### config.mk
export PLATFORM = sky130hd
export DESIGN_NAME = simt_mask_stack
export DESIGN_NICKNAME = d
export VERILOG_FILES = /design/src/rtl/simt_stack_pkg.sv /design/src/rtl/simt_branch_split.sv /design/src/rtl/simt_reconv_lifo.sv /design/src/rtl/simt_mask_stack.sv
export SDC_FILE = /design/constraint.sdc
export NUM_CORES = 1
export LEC_CHECK = 0
export BUFFER_PORTS_ARGS = -buffer_cell sky130_fd_sc_hd__buf_2
export CAP_MARGIN = 25
export CORE_ASPECT_RATIO = 1.2
export CORE_MARGIN = 4
export CORE_UTILIZATION = 45
export CTS_CLUSTER_SIZE = 28
export DETAILED_ROUTE_END_ITERATION = 6
export SLEW_MARGIN = 20
export SYNTH_ARGS = -nofsm -noshare
export SYNTH_HDL_FRONTEND = slang
export SYNTH_HIERARCHICAL = 1
export SYNTH_SLANG_ARGS = --single-unit
### constraint.sdc
create_clock -name clk -period 18.89 [get_ports clk]
set_input_delay 3.778 -clock clk [delete_from_list [all_inputs] [get_ports clk]]
set_output_delay 3.778 -clock clk [all_outputs]
set_load 0.1 [all_outputs]
### src/rtl/simt_stack_pkg.sv
// Package: shared types of the warp divergence mask stack.
// Assumes: nothing beyond IEEE 1800-2017.
package simt_stack_pkg;
    // Classification of a branch against the current active mask.
    typedef enum logic [1:0] {
        BK_FALL  = 2'd0,   // no active lane taken
        BK_JUMP  = 2'd1,   // every active lane taken
        BK_SPLIT = 2'd2    // active lanes disagree
    } br_kind_e;
endpackage

### src/rtl/simt_branch_split.sv
// Module: simt_branch_split
// Splits the active mask by a per-lane taken vector and classifies the
// branch as fall-through, uniform jump or divergent split.
// Assumes: active_mask is never zero while the warp runs.
module simt_branch_split
    import simt_stack_pkg::*;
#(
    parameter int NUM_LANES = 32
) (
    input  logic [NUM_LANES-1:0] active_mask,
    input  logic [NUM_LANES-1:0] taken_mask,
    output logic [NUM_LANES-1:0] eff_taken,
    output logic [NUM_LANES-1:0] eff_not_taken,
    output br_kind_e             kind
);
    // Mask off inactive lanes, then classify the result.
    always_comb begin
        eff_taken     = taken_mask & active_mask;
        eff_not_taken = active_mask & ~taken_mask;
        if (eff_taken == '0)
            kind = BK_FALL;
        else if (eff_taken == active_mask)
            kind = BK_JUMP;
        else
            kind = BK_SPLIT;
    end
endmodule

### src/rtl/simt_reconv_lifo.sv
// Module: simt_reconv_lifo
// LIFO of (pc, mask, reconvergence pc) entries. A push writes two entries
// at once: the restore entry below and the deferred-path entry on top.
// A pop removes one entry.
// Assumes: the caller pushes only when room2 is high, pops only when
// empty is low, and never does both in one cycle. DEPTH >= 2.
module simt_reconv_lifo #(
    parameter int NUM_LANES = 32,
    parameter int PC_W      = 32,
    parameter int DEPTH     = 8
) (
    input  logic                 clk,
    input  logic                 rst_n,
    input  logic                 push2,
    input  logic [PC_W-1:0]      lo_pc,
    input  logic [NUM_LANES-1:0] lo_mask,
    input  logic [PC_W-1:0]      hi_pc,
    input  logic [NUM_LANES-1:0] hi_mask,
    input  logic [PC_W-1:0]      ent_rpc,
    input  logic                 pop,
    output logic                 empty,
    output logic                 room2,
    output logic [PC_W-1:0]      top_pc,
    output logic [NUM_LANES-1:0] top_mask,
    output logic [PC_W-1:0]      top_rpc
);
    localparam int CNT_W = $clog2(DEPTH + 1);

    logic [CNT_W-1:0]     cnt_q;
    logic [PC_W-1:0]      s_pc   [DEPTH];
    logic [NUM_LANES-1:0] s_mask [DEPTH];
    logic [PC_W-1:0]      s_rpc  [DEPTH];

    // Occupancy counter: +2 on push, -1 on pop.
    always_ff @(posedge clk) begin
        if (!rst_n)
            cnt_q <= '0;
        else if (push2)
            cnt_q <= cnt_q + CNT_W'(2);
        else if (pop)
            cnt_q <= cnt_q - CNT_W'(1);
    end

    // One register slot per stack level.
    for (genvar i = 0; i < DEPTH; i++) begin : g_slot
        // Capture the restore entry at the old count and the deferred entry just above it.
        always_ff @(posedge clk) begin
            if (!rst_n) begin
                s_pc[i]   <= '0;
                s_mask[i] <= '0;
                s_rpc[i]  <= '0;
            end else if (push2 && int'(cnt_q) == i) begin
                s_pc[i]   <= lo_pc;
                s_mask[i] <= lo_mask;
                s_rpc[i]  <= ent_rpc;
            end else if (push2 && int'(cnt_q) + 1 == i) begin
                s_pc[i]   <= hi_pc;
                s_mask[i] <= hi_mask;
                s_rpc[i]  <= ent_rpc;
            end
        end
    end

    // Select the top-of-stack entry and derive occupancy flags.
    always_comb begin
        top_pc   = '0;
        top_mask = '0;
        top_rpc  = '0;
        for (int i = 0; i < DEPTH; i++) begin
            if (int'(cnt_q) == i + 1) begin
                top_pc   = s_pc[i];
                top_mask = s_mask[i];
                top_rpc  = s_rpc[i];
            end
        end
        empty = (cnt_q == '0);
        room2 = (int'(cnt_q) + 2 <= DEPTH);
    end
endmodule

### src/rtl/simt_mask_stack.sv
// Module: simt_mask_stack (top)
// Keeps PC and active-lane mask for one warp. Redirects on uniform branches,
// serialises divergent branches through a LIFO and restores the mask when the
// reconvergence PC on top of the stack is reached.
// Assumes: at most one instruction event matters per cycle; priority is
// branch, then reconvergence, then sequential advance.
module simt_mask_stack
    import simt_stack_pkg::*;
#(
    parameter int NUM_LANES = 32,
    parameter int PC_W      = 32,
    parameter int DEPTH     = 8,
    parameter logic [PC_W-1:0] RESET_PC = '0
) (
    input  logic                 clk,
    input  logic                 rst_n,
    input  logic                 br_valid,
    input  logic [NUM_LANES-1:0] br_taken_mask,
    input  logic [PC_W-1:0]      br_target_pc,
    input  logic [PC_W-1:0]      br_fall_pc,
    input  logic [PC_W-1:0]      br_reconv_pc,
    input  logic                 rc_valid,
    input  logic [PC_W-1:0]      rc_pc,
    input  logic                 seq_valid,
    input  logic [PC_W-1:0]      seq_pc,
    output logic [PC_W-1:0]      cur_pc,
    output logic [NUM_LANES-1:0] active_mask,
    output logic                 ovf_flag
);
    logic [PC_W-1:0]      pc_q, pc_d;
    logic [NUM_LANES-1:0] mask_q, mask_d;
    logic                 ovf_q;

    logic [NUM_LANES-1:0] eff_taken, eff_not_taken;
    br_kind_e             kind;

    logic                 st_empty, st_room2, do_push, do_pop, ovf_set;
    logic [PC_W-1:0]      top_pc, top_rpc;
    logic [NUM_LANES-1:0] top_mask;

    simt_branch_split #(.NUM_LANES(NUM_LANES)) split_i (
        .active_mask   (mask_q),
        .taken_mask    (br_taken_mask),
        .eff_taken     (eff_taken),
        .eff_not_taken (eff_not_taken),
        .kind          (kind)
    );

    simt_reconv_lifo #(.NUM_LANES(NUM_LANES), .PC_W(PC_W), .DEPTH(DEPTH)) lifo_i (
        .clk      (clk),
        .rst_n    (rst_n),
        .push2    (do_push),
        .lo_pc    (br_reconv_pc),
        .lo_mask  (mask_q),
        .hi_pc    (br_fall_pc),
        .hi_mask  (eff_not_taken),
        .ent_rpc  (br_reconv_pc),
        .pop      (do_pop),
        .empty    (st_empty),
        .room2    (st_room2),
        .top_pc   (top_pc),
        .top_mask (top_mask),
        .top_rpc  (top_rpc)
    );

    // Decide push, pop and overflow from the prioritised events.
    always_comb begin
        do_push = br_valid && (kind == BK_SPLIT) && st_room2;
        ovf_set = br_valid && (kind == BK_SPLIT) && !st_room2;
        do_pop  = !br_valid && rc_valid && !st_empty && (rc_pc == top_rpc);
    end

    // Next PC and mask: branch first, then reconvergence, then advance.
    always_comb begin
        pc_d   = pc_q;
        mask_d = mask_q;
        if (br_valid) begin
            unique case (kind)
                BK_FALL: pc_d = br_fall_pc;
                BK_JUMP: pc_d = br_target_pc;
                default: begin
                    if (st_room2) begin
                        pc_d   = br_target_pc;
                        mask_d = eff_taken;
                    end
                end
            endcase
        end else if (rc_valid) begin
            if (do_pop) begin
                pc_d   = top_pc;
                mask_d = top_mask;
            end
        end else if (seq_valid) begin
            pc_d = seq_pc;
        end
    end

    // Warp state registers and the sticky overflow flag.
    always_ff @(posedge clk) begin
        if (!rst_n) begin
            pc_q   <= RESET_PC;
            mask_q <= '1;
            ovf_q  <= 1'b0;
        end else begin
            pc_q   <= pc_d;
            mask_q <= mask_d;
            if (ovf_set)
                ovf_q <= 1'b1;
        end
    end

    assign cur_pc      = pc_q;
    assign active_mask = mask_q;
    assign ovf_flag    = ovf_q;
endmodule

==> results.json <==
{
  "status": "finished, violations left",
  "overflow": 0,
  "dpl.hpwl_um": 86630,
  "final_util": 0.5050,
  "yosysMostFrequentCell": "edfxtp_1",
  "crit_type": "input pin to flop",
  "ctsHoldBuffers": 0,
  "grt_first_pass_wirelength_um": 221800,
  "clk_latency_ns": 0.66,
  "synth_area_leaders": "edfxtp_1, a22o_1, a21oi_1",
  "cts.clk_slew.worst_paths_ns": 0.06,
  "cp-end-kind": "flop",
  "wirelength_um": 152600,
  "p_leak_nw": 16.76,
  "die_h_um": 345.1,
  "root_buffer": "clkbuf_16",
  "drv_slew": 0,
  "drive_above_1_share": 0.1490,
  "post_dp_cell_area_sq_um": 44480,
  "hold_path.class": "flop to flop",
  "track_usage": 0.2958,
  "fmax_ghz": 0.1166,
  "ios": 262,
  "start_util": 0.4539,
  "ys_seq_elements": 837,
  "core_area_sq_um": 93880,
  "cp-start-kind": "input pin",
  "rsz0062_at_grt": "no",
  "die_x_um": 288.9,
  "slew_headroom": 0.2222,
  "port_buffers": 261,
  "drc": 6,
  "fin_nets": 3940,
  "num_vias": 33400,
  "fin_cells": 5058,
  "die_area_sq_um": 99700,
  "ff2ff_path_depth": 12,
  "yosys_most_used_dff": "edfxtp_1",
  "critPathLaunch": "br_taken_mask[6]",
  "area_growth_pct": 11.27,
  "slowest_delay_ns": 0.80,
  "ff2ff_setup_slack_ns": 12.01,
  "synthArstFlopShare": 0,
  "vdd_drop_max_mv": 0.07308,
  "design_area_sq_um": 47410,
  "antenna_found_initial": 1,
  "syn_nets": 4015,
  "finalCriticalPeriod_ns": 8.578,
  "reg2reg_to": "cur_pc[2]",
  "power_density_nw_per_um2": 96.29,
  "yosys_warnings": 6,
  "crit_end": "lifo_i/s_pc[1][68]",
  "crit_slowest_cell": "buf_4",
  "fin_total_pwr_w": 0.004565,
  "numCtsBuffers": 87,
  "crit_path_cell_trace": "buf_2, and2_1, or4_1, or4_1, or4_1, nor3b_1, nor3b_2, buf_4, o211a_1, a21oi_4, buf_4, nand2_4, buf_4",
  "timing_hold_violations_final": 0,
  "initialDrtViolationCount": 3746,
  "gp_congestion": 0.8328,
  "drtPass1Iterations": 7,
  "worst_clock_skew_ns": 0.03286,
  "synth_common_cells": "edfxtp_1, a22o_1, a21oi_1",
  "cts_tree": "built",
  "worstReg2RegStart": "lifo_i/cnt_q[3]",
  "ant_nets": 0,
  "ctsResizeCount": 0,
  "synth_edf_count": 768,
  "synth_area_leader_cell": "edfxtp_1",
  "avgSynthCellArea_sq_um": 11.19,
  "rows": 123,
  "cts.sinks": 837,
  "grt_pass1_vias": 32420,
  "tightest_slew_ns": 1.167,
  "clock_path_buffers": 3,
  "cp.required_ns": 19.15,
  "vias_per_cell": 6.603,
  "finalCritPeriodShare": 0.4541,
  "crit_path_max_fanout": 50,
  "tns_ns": 0,
  "netlist_instances": 3809,
  "wire_per_inst_um": 30.18,
  "grt_max_degree": 193,
  "dpl.cell_count": 4892,
  "synth_top_area_frac": 0.5412,
  "ys_seq_area_frac": 0.5737,
  "h-tree-depth": 3,
  "cap_violations": 0,
  "worstPathArrival_ns": 8.84,
  "cts_setup_buffers": 0,
  "yosysUniqueCellTypes": 59,
  "synth_area_sq_um": 42610,
  "setup_violations": 0,
  "violations": "DRC"
}
[state kept, by name, indices dropped and copies added (netlist names)]
| name | flops |
|---|---|
| lifo_i/s_mask | 256 |
| lifo_i/s_pc | 256 |
| lifo_i/s_rpc | 256 |
| active_mask | 32 |
| cur_pc | 32 |
| lifo_i/cnt_q | 4 |
| ovf_flag | 1 |
[where the power goes]
| part | switching, W | internal, W |
|---|---|---|
| registers | 0.0000574 | 0.00216 |
| logic | 0.000445 | 0.000148 |
| clock network | 0.000741 | 0.00101 |
[per-stage QoR]
| stage | hold WS (ns) | setup WS (ns) |
|---|---|---|
| floorplan | 0.5711 | 7.264 |
| global placement | 0.4493 | 9.535 |
| detailed placement | 0.4565 | 9.621 |
| CTS | 0.4661 | 10.29 |
| global route | 0.4842 | 10.17 |
| finish | 0.4624 | 10.31 |
[metal layers]
layer | global-route usage | share of wire
met1 | 0.4009 | 0.40
met2 | 0.4848 | 0.48
met3 | 0.05013 | 0.088
met4 | 0.09658 | 0.032
met5 | 0 | 0.000085
[how the worst min path moves through the flow]
| stage | from | to | slack [ns] | depth (start not counted) |
|---|---|---|---|---|
| finish | cur_pc[10] | cur_pc[10] | 0.46 | 2 |
| global route | cur_pc[4] | cur_pc[4] | 0.48 | 2 |
| CTS | cur_pc[16] | cur_pc[16] | 0.47 | 2 |
| detailed placement | cur_pc[20] | cur_pc[20] | 0.46 | 2 |
| global placement | cur_pc[22] | cur_pc[22] | 0.45 | 2 |
| floorplan | lifo_i/cnt_q[1] | lifo_i/cnt_q[1] | 0.57 | 2 |
[final cells by class]
cell class	instances	area, sq um
Antenna cell	2	5.005
Multi-Input combinational cell	2365	16130
Inverter	102	385.4
Clock buffer	110	2335
Timing Repair Buffer	341	2014
Tap cell	1250	1564
Sequential cell	837	24450
Clock inverter	51	528.0
Fill cell	8299	46470
[critical path, delay by kind of cell]
family          cells  cell delay, ns
simple gates        7            2.92
buf+inv             4            1.48
compound gates      2            0.55
[logic make-up after synthesis]
kind of cell	after synthesis	share of synthesized area
AO/OA/AOI/OAI	1432	0.2484
XOR/XNOR	37	0.007605
adder cells (fa/ha/maj)	9	0.002643
buffers and inverters	607	0.05694
flip-flops	837	0.5737
multiplexers	64	0.01597
AND/OR/NAND/NOR	823	0.09476
[placed cells by master (no fill, tap or decap), types with 8 or more instances in the layout]
cell type and count:
o21ai_0 65, nand2_1 46, clkinv_2 21, clkbuf_1 17, nand3_1 130, or4_1 9, bufinv_16 10, mux2_2 32
nand4_1 9, edfxtp_1 768, o221ai_1 95, nand2_4 8, and2_1 100, buf_2 259, clkbuf_16 88, nor2b_1 64
nor2_4 8, nor3_1 99, mux2i_1 32, o21a_1 96, xnor2_1 35, a221oi_1 95, a22oi_1 95, dfxtp_1 68
inv_1 101, nor2_1 306, a21oi_1 353, clkinv_1 11, buf_4 74, a211oi_1 97, nor4_1 8, a22o_1 513
Note: power is estimated with default switching activity, not from simulation.
